<file path="src/rtl/conv3_pkg.sv">
package conv3_pkg;
  // Default code shape: constraint length, output count and generators.
  localparam int unsigned DEF_K    = 5;
  localparam int unsigned DEF_NOUT = 3;
  // Packed generators, output 0 in the low field. Within a field the MSB
  // taps the current bit, and the following bits tap m1 .. m(K-1).
  localparam logic [DEF_NOUT*DEF_K-1:0] DEF_GENS = {5'o37, 5'o33, 5'o25};

  // Modulo-two sum of the window bits selected by a generator.
  function automatic logic masked_parity(input logic [31:0] gen,
                                         input logic [31:0] win);
    return ^(gen & win);
  endfunction
endpackage

</file>
<file path="src/rtl/conv3_state_reg.sv">
module conv3_state_reg #(
  parameter int unsigned MEM = 4
) (
  input  logic           clk,
  input  logic           rst,
  input  logic           step,
  input  logic           din,
  output logic [MEM-1:0] mem   // mem[MEM-1] is m1, mem[0] is the oldest stage
);
  always_ff @(posedge clk) begin
    if (rst)       mem <= '0;
    else if (step) mem <= {din, mem[MEM-1:1]};
  end


  hold_when_idle_chk: assert property (@(posedge clk) disable iff (rst)
    !step |=> $stable(mem));

  shift_order_chk: assert property (@(posedge clk) disable iff (rst)
    step |=> (mem[MEM-2:0] == $past(mem[MEM-1:1])) && (mem[MEM-1] == $past(din)));
endmodule

</file>
<file path="src/rtl/conv3_tail_ctrl.sv">
module conv3_tail_ctrl #(
  parameter int unsigned MEM = 4
) (
  input  logic clk,
  input  logic rst,
  input  logic in_vld,
  input  logic flush_req,
  output logic accept,
  output logic tail_step,
  output logic flush_active
);
  localparam int unsigned CW = $clog2(MEM + 1);
  localparam logic [CW-1:0] TAIL_LEN = CW'(MEM);

  logic [CW-1:0] left_q;
  logic          start_tail;

  assign flush_active = (left_q != '0);
  assign tail_step    = flush_active;
  assign accept       = in_vld && !flush_active;
  assign start_tail   = flush_req && !flush_active;

  always_ff @(posedge clk) begin
    if (rst)             left_q <= '0;
    else if (start_tail) left_q <= TAIL_LEN;
    else if (tail_step)  left_q <= left_q - 1'b1;
  end


  tail_start_chk: assert property (@(posedge clk) disable iff (rst)
    (flush_req && !flush_active) |=> flush_active);

  tail_no_restart_chk: assert property (@(posedge clk) disable iff (rst)
    flush_active |=> (left_q == $past(left_q) - 1'b1));

  no_accept_in_tail_chk: assert property (@(posedge clk) disable iff (rst)
    !(accept && tail_step));
endmodule

</file>
<file path="src/rtl/conv3_tap_net.sv">
module conv3_tap_net
  import conv3_pkg::*;
#(
  parameter int unsigned K    = DEF_K,
  parameter int unsigned NOUT = DEF_NOUT,
  parameter logic [NOUT*K-1:0] GENS = DEF_GENS
) (
  input  logic [K-1:0]    win,   // win[K-1] current bit, then m1 .. m(K-1)
  output logic [NOUT-1:0] sym
);
  for (genvar g = 0; g < NOUT; g++) begin : g_tree
    localparam logic [K-1:0] GEN = GENS[g*K +: K];
    assign sym[g] = masked_parity(32'(GEN), 32'(win));
  end
endmodule

</file>
<file path="src/rtl/conv3_encoder.sv">
module conv3_encoder
  import conv3_pkg::*;
#(
  parameter int unsigned K    = DEF_K,
  parameter int unsigned NOUT = DEF_NOUT,
  parameter logic [NOUT*K-1:0] GENS = DEF_GENS
) (
  input  logic            clk,
  input  logic            rst,
  input  logic            in_bit,
  input  logic            in_vld,
  input  logic            flush_req,
  output logic [NOUT-1:0] out_sym,
  output logic            out_vld,
  output logic            flush_active
);
  localparam int unsigned MEM = K - 1;

  logic            accept;
  logic            tail_step;
  logic            step;
  logic            din;
  logic [MEM-1:0]  mem;
  logic [K-1:0]    win;
  logic [NOUT-1:0] sym_next;

  conv3_tail_ctrl #(.MEM(MEM)) u_tail (
    .clk(clk), .rst(rst), .in_vld(in_vld), .flush_req(flush_req),
    .accept(accept), .tail_step(tail_step), .flush_active(flush_active)
  );

  assign step = accept || tail_step;
  assign din  = tail_step ? 1'b0 : in_bit;
  assign win  = {din, mem};

  conv3_state_reg #(.MEM(MEM)) u_state (
    .clk(clk), .rst(rst), .step(step), .din(din), .mem(mem)
  );

  conv3_tap_net #(.K(K), .NOUT(NOUT), .GENS(GENS)) u_taps (
    .win(win), .sym(sym_next)
  );

  always_ff @(posedge clk) begin
    if (rst) begin
      out_sym <= '0;
      out_vld <= 1'b0;
    end else begin
      out_vld <= step;
      if (step) out_sym <= sym_next;
    end
  end


  data_latency_chk: assert property (@(posedge clk) disable iff (rst)
    (in_vld && !flush_active) |=> out_vld);

  idle_quiet_chk: assert property (@(posedge clk) disable iff (rst)
    (!in_vld && !flush_active) |=> (!out_vld && $stable(out_sym)));

  tail_emits_chk: assert property (@(posedge clk) disable iff (rst)
    flush_active |=> out_vld);

  tail_ends_zero_chk: assert property (@(posedge clk) disable iff (rst)
    $fell(flush_active) |-> (mem == '0));

  tail_zero_in_chk: assert property (@(posedge clk) disable iff (rst)
    flush_active |=> !mem[MEM-1]);
endmodule

</file>
<file path="config.mk">
export PLATFORM = sky130hd
export DESIGN_NAME = conv3_encoder
export DESIGN_NICKNAME = d
export VERILOG_FILES = /design/src/rtl/conv3_pkg.sv /design/src/rtl/conv3_state_reg.sv /design/src/rtl/conv3_tail_ctrl.sv /design/src/rtl/conv3_tap_net.sv /design/src/rtl/conv3_encoder.sv
export SDC_FILE = /design/constraint.sdc
export NUM_CORES = 1
export LEC_CHECK = 0
export ABC_CLOCK_PERIOD_IN_PS = 2200
export CAP_MARGIN = 40
export CORE_MARGIN = 1.5
export CORE_UTILIZATION = 35
export CTS_CLUSTER_SIZE = 40
export DETAILED_ROUTE_END_ITERATION = 10
export SLEW_MARGIN = 0
export SYNTH_ARGS = -nofsm -noshare
export SYNTH_HDL_FRONTEND = slang
export SYNTH_SLANG_ARGS = --single-unit
</file>
<file path="constraint.sdc">
create_clock -name clk -period 2.2 [get_ports clk]
set_clock_uncertainty 0.1 [all_clocks]
set_input_delay 0.44 -clock clk [delete_from_list [all_inputs] [get_ports clk]]
set_output_delay 0.44 -clock clk [all_outputs]
set_load 0.005 [all_outputs]
</file>
After elaboration in Yosys (flattened, before gate mapping)
Index checks and enable logic that the tools add are counted.

Logic and storage cells: 19. Output and inout bits: 5. Register bits after elaboration: 11.

Muxes and demuxes: 3. Reductions and logical operators: 10. $add $sub $neg: 1.

Operators by type and width (count): parity 32 bit (3); two-way mux 3 bit (2); nonzero test 3 bit (1); subtractor 3 x 1 -> 3 bit (second input constant) (1); logical AND 1 bit (2); nonzero test 2 bit (1); OR reduction 2 bit (1); zero test 1 bit (1); logical OR 1 bit (1); two-way mux 1 bit (1).

Depth between registers and ports, before layout
Gate-level depths: netlist (run 1).

Depth in word-level cells: 4. Depth in mapped cells: 7. Gate-level depth less buffers: 7.

Hierarchy
From an unflattened synthesis (run 1), not the netlist that was laid out.

Cell total of the unflattened synthesis: 56. Area total of the unflattened synthesis: 563.0 um^2.

By module, submodules not included: conv3_tail_ctrl (area an instance 192.7 um^2, cells each 20, times used 1); conv3_encoder (area an instance 156.4 um^2, cells each 17, times used 1); conv3_state_reg (area an instance 140.1 um^2, cells each 13, times used 1); conv3_tap_net (area an instance 73.8 um^2, cells each 6, times used 1).

Worst setup path before layout (run 1)
Ideal clock, no wire load.

Path type: register to register. Start: register u_tail.left_q[0]. End: register out_sym[2]. Arrival time: 1.344 ns. Library setup time: 0.122 ns. Path slack: 0.634 ns. Cell stages (with the launch flop): 8. Cell sequence: dfxtp_1 inv_1 ha_1 nor2b_4 inv_4 nor2_8 nor3b_1 a221o_1.

Longest elaborated chain between the ends: 4. Elaborated cells on any way between the ends: 6. Those cells by class: 1 x mux; 5 x reduce/logical.

Ends and longest elaborated chain: start: declaration (RTL line conv3_tail_ctrl.sv:15) `logic [CW-1:0] left_q;`; start signal: assignment (RTL line conv3_tail_ctrl.sv:26) `else if (tail_step) left_q <= left_q - 1'b1;`; nonzero test 3 bit * (RTL line conv3_tail_ctrl.sv:18) `assign flush_active = (left_q != '0);`; net flush_active (RTL line conv3_encoder.sv:15) `output logic flush_active`; branches (longest 3 deep; another with parity 32 bit); end signal: assignment (RTL line conv3_encoder.sv:50) `if (step) out_sym <= sym_next;`; end: declaration (RTL line conv3_encoder.sv:13) `output logic [NOUT-1:0] out_sym,`.

Mark *: on every way through the listed nets, which the timed path passes. A chain may end at the register's enable or synchronous reset.

Final worst setup path (run 1)
Start: register u_tail.left_q[0]. End: output port flush_active.

Longest elaborated chain between the ends: 1.

Ends and longest elaborated chain (RTL line): nonzero test 3 bit (conv3_tail_ctrl.sv:18); end: declaration (conv3_encoder.sv:15).

Every way passes these cells.

==> metrics.txt, run 1 <==
status finished, final reports clean; core box area roughly 0.0014 sq mm; FF-to-FF setup slack around 0.48 ns; hold_sp out_sym[0]; Non-Filler Instances 91; area occupied by registers 223 sq um; CTS tree built; syn_nets 67; synthesized flop and latch total 11; post-place setup slack between 0.2 and 0.25 ns; clock sink count 11; Placed Instances 84; Setup crit end kind output port; CTS Buf Count 3; Syn Inst Count 60; first-pass GRT wire length about 1600 um; Setup-failing EPs final 0; via/cell ratio between 4 and 5; Ports 10; Slew @ Worst Pin ~0.32 ns; number of flops mapped to enable cells by yosys 0; hold_buf cts 0; Row Count 13; RSZ-0062 raised after global routing false; drt first-iter violations 8; total of max-cap violations 0; critical path's top delay family buffers and inverters; ys flop type dfxtp_1; Seq/Total Area, Yosys between 40 and 50%; area of the multi-input gates between 200 and 300 sq um; largest net degree at the start of global routing 9; CTS max path bufs 2; main area contributors after synthesis dfxtp_1 (41%), xnor2_1 (4.9%), a21oi_1 (4.7%); fmax between 0.4 and 0.5 GHz; via count around 440; startpoint types flip-flop; CP Class reg -> out; yosys warns 0; Initial Util 39.4%; crit path DAT 1.55 ns; Port Buffer Count 9; worst hold endpoint out_sym[0]; post-synth top area share between 40% and 50%; die area around 0.0018 sq mm; min setup slack post-route between 0.1 and 0.15 ns; wirelength, routed 961 um; CP Buf/Inv Count 3; Fin Setup TNS 0 ns; layout cells sized above 1 a little under a fifth; Clk pin slew, worst setup/hold paths around 0.060 ns; post-synthesis cell area around 540 sq um; area delta synth->final 31.4%; number of diodes 0; Tcrit/Tclk final 94.8%; HP Class reg -> reg; cell leakage power roughly 0.27 nW; Worst slew margin 78.3%; Critical Path RT 1.66 ns; Nets 84; Fin. Hold Viols 0; gr ovfl total 0; global placer's final weighted congestion 0.770; initial antenna violation count 0; FF-to-FF path depth 8; gr usage total around an eighth; Critical Path Fanout Max 4; Avg Cell Area, Syn around 9.0 sq um; number of global-route vias before repair 378; post-DP HPWL 693 um; DR WL/cell roughly 11 um; DRC 0; Yosys cell types 25; die width roughly 42 um; H-tree depth 1; max incr delay on CP just under 0.5 ns; hold path cells 2; commonest non-fill, non-tap cells in the layout clkdlybuf4s50_1 (9), dfxtp_1 (9), nor2_1 (6); DR pass1 iterations 4; CTS root buf clkbuf_4; Crit Reg-Reg Startpoint u_tail.left_q[0]; Period minus WS final 2.09 ns; fillers between 100 and 150; async set or reset register ratio after synthesis 0%; Worst-Skew Late Latency about 0.27 ns; slowest CP cell clkdlybuf4s50_1; max-slew violations 0; VDD IR max ~0.5 mV; pwr dens 1180 mW/mm^2; CP cell instances inv_1, ha_2, nor2b_4, inv_4, clkdlybuf4s50_1; Die H 42.2 um; antenna viol nets, final 0; Critical R2R Capture out_sym[2]; cell taking the most area after synthesis dfxtp_1
## metal layers
metal	vias to the layer above	share of wire (%)	global-route usage [%]
met1	184	50	15.9
li1	242	-	-
met2	11	39	16.3
met5	-	0	0
met4	0	3.5	9.38
met3	5	6.8	7.76
## sequential cells by signal, summed over array words and instances (netlist names)
name / flops
u_state.mem: 4
u_tail.left_q: 3
out_vld: 1
out_sym: 3
## repair_timing
action | 4_1_cts | 5_1_grt
resized for setup | 1 | 2
pin swaps | 0 | 0
hold endpoints to repair | 0 | 0
gates cloned | 1 | 0
setup endpoints to repair | 1 | 1
setup buffers | 1 | 1
## cell usage after synthesis, drive strengths merged, types with 2 or more instances
cell     n
a21oi    5
xnor2    3
inv      4
a211oi   2
dfxtp   11
nor2b    3
nor2     7
o21ai    5
nand3b   2
ha       2
nand2    4
a31oi    2
## per-stage QoR
stage | power, mW | utilization (%) | hold slack, ns | instance area, sq um
4_1_cts | 0.824 | 50.9 | 0.356 | 696
3_3_place_gp | 0.647 | 47.8 | 0.341 | 653
3_5_place_dp | 0.649 | 47.8 | 0.348 | 653
2_1_floorplan | 0.531 | - | 0.348 | 538
6_report | 0.838 | 51.7 | 0.351 | 707
5_1_grt | 0.909 | 51.7 | 0.380 | 707
## kinds of logic after synthesis
| group | synth area share (%) |
|---|---|
| simple gates | 24.9 |
| buf+inv | 4.88 |
| xor+xnor | 6.51 |
| fa+ha+maj | 4.65 |
| flops | 40.9 |
| compound gates | 16.3 |
| mux | 1.86 |
## report_power, final
group	total, mW	leakage, nW	internal (mW)	switching, mW
sequential	0.286	0.0909	0.253	0.0329
clock	0.136	0.0150	0.0703	0.0660
combinational	0.415	0.169	0.219	0.196
## worst max path at each step
stage	slack (ns)	from	end	depth (start not counted)
after floorplan	0.63	u_tail.left_q[0]	out_sym[2]	7
after global placement	0.26	in_bit	out_sym[2]	5
after detailed placement	0.24	u_tail.left_q[0]	flush_active	5
after CTS	0.02	u_tail.left_q[0]	flush_active	5
after global routing	0.04	u_tail.left_q[0]	flush_active	5
final	0.11	u_tail.left_q[0]	flush_active	5
## worst min-delay path, stage by stage (launching register included)
cell,delay [ns]
dfxtp_1,0.31
nand2_1,0.05
a21oi_1,0.05
## cell type report
class | count | area share [%]
timing repair inverter | 1 | 1.06
tap | 15 | 2.65
multi-input combinational | 43 | 41.6
clock buffer | 4 | 3.72
inverter | 4 | 2.48
timing repair buffer | 13 | 17.0
sequential | 11 | 31.5
(Power assumes the default switching activity.)
==> inputs of run 2 (changes only) <==
--- a/config.mk
+++ b/config.mk
@@ -11,7 +11,7 @@
 export CORE_UTILIZATION = 35
 export CTS_CLUSTER_SIZE = 40
 export DETAILED_ROUTE_END_ITERATION = 10
-export SLEW_MARGIN = 0
+export SLEW_MARGIN = 20
 export SYNTH_ARGS = -nofsm -noshare
 export SYNTH_HDL_FRONTEND = slang
 export SYNTH_SLANG_ARGS = --single-unit
==> results of run 2 <==
Final layout, timing and power as in run 1 (identical DEF).
==> inputs of run 3 (changes only) <==
--- a/config.mk
+++ b/config.mk
@@ -5,7 +5,7 @@
 export SDC_FILE = /design/constraint.sdc
 export NUM_CORES = 1
 export LEC_CHECK = 0
-export ABC_CLOCK_PERIOD_IN_PS = 2200
+export ABC_CLOCK_PERIOD_IN_PS = 2500
 export CAP_MARGIN = 40
 export CORE_MARGIN = 1.5
 export CORE_UTILIZATION = 35
==> constraint.sdc (replaced) <==
create_clock -name clk -period 2.5 [get_ports clk]
set_clock_uncertainty 0.1 [all_clocks]
set_input_delay 0.5 -clock clk [delete_from_list [all_inputs] [get_ports clk]]
set_output_delay 0.5 -clock clk [all_outputs]
set_load 0.005 [all_outputs]
==> run 3 against run 2 <==
Power fell by 18%. Largest cell class unchanged. Hold slack got worse by 0.00070 ns. Sequential power is 12% lower.
==> metrics.txt, run 3 (synthesized netlist as in run 1, its figures left out) <==
RSZ-0062 raised after global routing false; via/cell ratio 4.88; CP Class reg -> out; startpoint types flip-flop; sequential share of power around 37%; design area 664 sq um; cell leakage power between 0.2 and 0.3 nW; CTS max path bufs 2; global placer's final weighted congestion approximately 0.75; Setup crit end kind output port; CTS root buf clkbuf_4; Post-CTS Setup Bufs 0; Ports 10; Critical Path RT 1.90 ns; combinational share of power ~46%; Period minus WS final 2.33 ns; Post-Route Utilization approximately half; post-DP HPWL 694 um; gr usage total 12.0%; hold_buf cts 0; Clk pin slew, worst setup/hold paths ~0.060 ns; DR WL/cell between 10 and 15 um; pwr dens around 1000 mW/mm^2; via count 420; first-pass GRT wire length approximately 1500 um; CTS Buf Count 3; Port Buffer Count 9; die area about 0.0018 sq mm; VDD IR max just over 0.4 mV; Row Count 13; status finished, final reports clean; max-slew violations 0; FF-to-FF path depth 7; die width 42.2 um; largest net degree at the start of global routing 14; Fin. Hold Viols 0; Fin Setup TNS 0 ns; layout cells sized above 1 8.45%; CTS tree built; Int Power between 0.4 and 0.5 mW; wirelength, routed between 900 and 1000 um; switching power between 0.2 and 0.25 mW; max FFs per register 4; core box area about 0.0014 sq mm; Tot Pwr slightly below 0.7 mW; area delta synth->final 23.5%; Worst slew margin between 70 and 80%; commonest non-fill, non-tap cell in the layout dfxtp_1; clock sink count 11; Largest Register u_state.mem; Worst-Skew Late Latency 0.26 ns; Nets 79; post-placement cell area between 600 and 700 sq um; hold path cells 2; DR pass1 iterations 4; Slew @ Worst Pin around 0.44 ns; CTS resizes 0; top flop regs u_state.mem (4), out_sym (3), u_tail.left_q (3); H-tree depth 1; switching part of the total power 35.5%; DRC 0; fmax 0.430 GHz; number of diodes 0; gr ovfl total 0; total of max-cap violations 0; drt first-iter violations 6; initial antenna violation count 0; Tcrit/Tclk final roughly 93%; Initial Util between 30% and 40%; commonest non-fill, non-tap cells in the layout dfxtp_1 (11), clkdlybuf4s50_1 (9), nor2_1 (6); post-place setup slack 0.448 ns; Die H 42.2 um; HP Class reg -> reg; min setup slack post-route 0.174 ns; Setup-failing EPs final 0; antenna viol nets, final 0; Critical Path Fanout Max 9; clock share of power 17.1%; crit path DAT 1.73 ns; number of global-route vias before repair 351
[run 3: final cells by class]
class | count | area [sq um]
multi-input combinational | 43 | 292
timing repair buffer | 9 | 90.1
fill | 148 | 702
tap | 15 | 18.8
sequential | 11 | 220
inverter | 4 | 17.5
clock buffer | 4 | 26.3
[run 3: final timing paths]
check | start | slack (ns) | endpoint
worst max register to register | u_tail.left_q[0] | 0.79 | out_sym[2]
worst min-delay path | out_sym[0] | 0.35 | out_sym[0]
worst min register to register | out_sym[0] | 0.35 | out_sym[0]
worst max-delay path | u_tail.left_q[0] | 0.17 | flush_active
[run 3: per-layer routing]
metal | vias to the layer above | part of all wire (%) | wire length, um | track usage, %
met5 | - | 0 | 0 | 0
met4 | 0 | 1.6 | 15 | 5.63
met2 | 9 | 41 | 379 | 15.4
met3 | 2 | 7.1 | 65 | 8.19
met1 | 181 | 50 | 455 | 15.1
li1 | 228 | - | - | -
[run 3: power groups by stage]
| stage | Clock (mW) | Sequential [mW] | Combinational, mW |
|---|---|---|---|
| floorplan | 0 | 0.252 | 0.215 |
| global placement | 0 | 0.253 | 0.315 |
| detailed placement | 0 | 0.256 | 0.319 |
| CTS | 0.122 | 0.252 | 0.320 |
| global route | 0.132 | 0.257 | 0.351 |
| finish | 0.117 | 0.251 | 0.315 |
[run 3: critical path, cell delays in order (launching register included)]
cell	delay, ns
dfxtp_1	0.36
inv_1	0.07
ha_1	0.23
nor2b_4	0.16
inv_4	0.12
clkdlybuf4s50_1	0.52
[run 3: through the flow]
stage / hold WS [ns] / instances
after floorplan: 0.348 / 60
after global placement: 0.342 / 82
after detailed placement: 0.346 / 82
after CTS: 0.356 / 86
after global routing: 0.379 / 86
final: 0.350 / 86
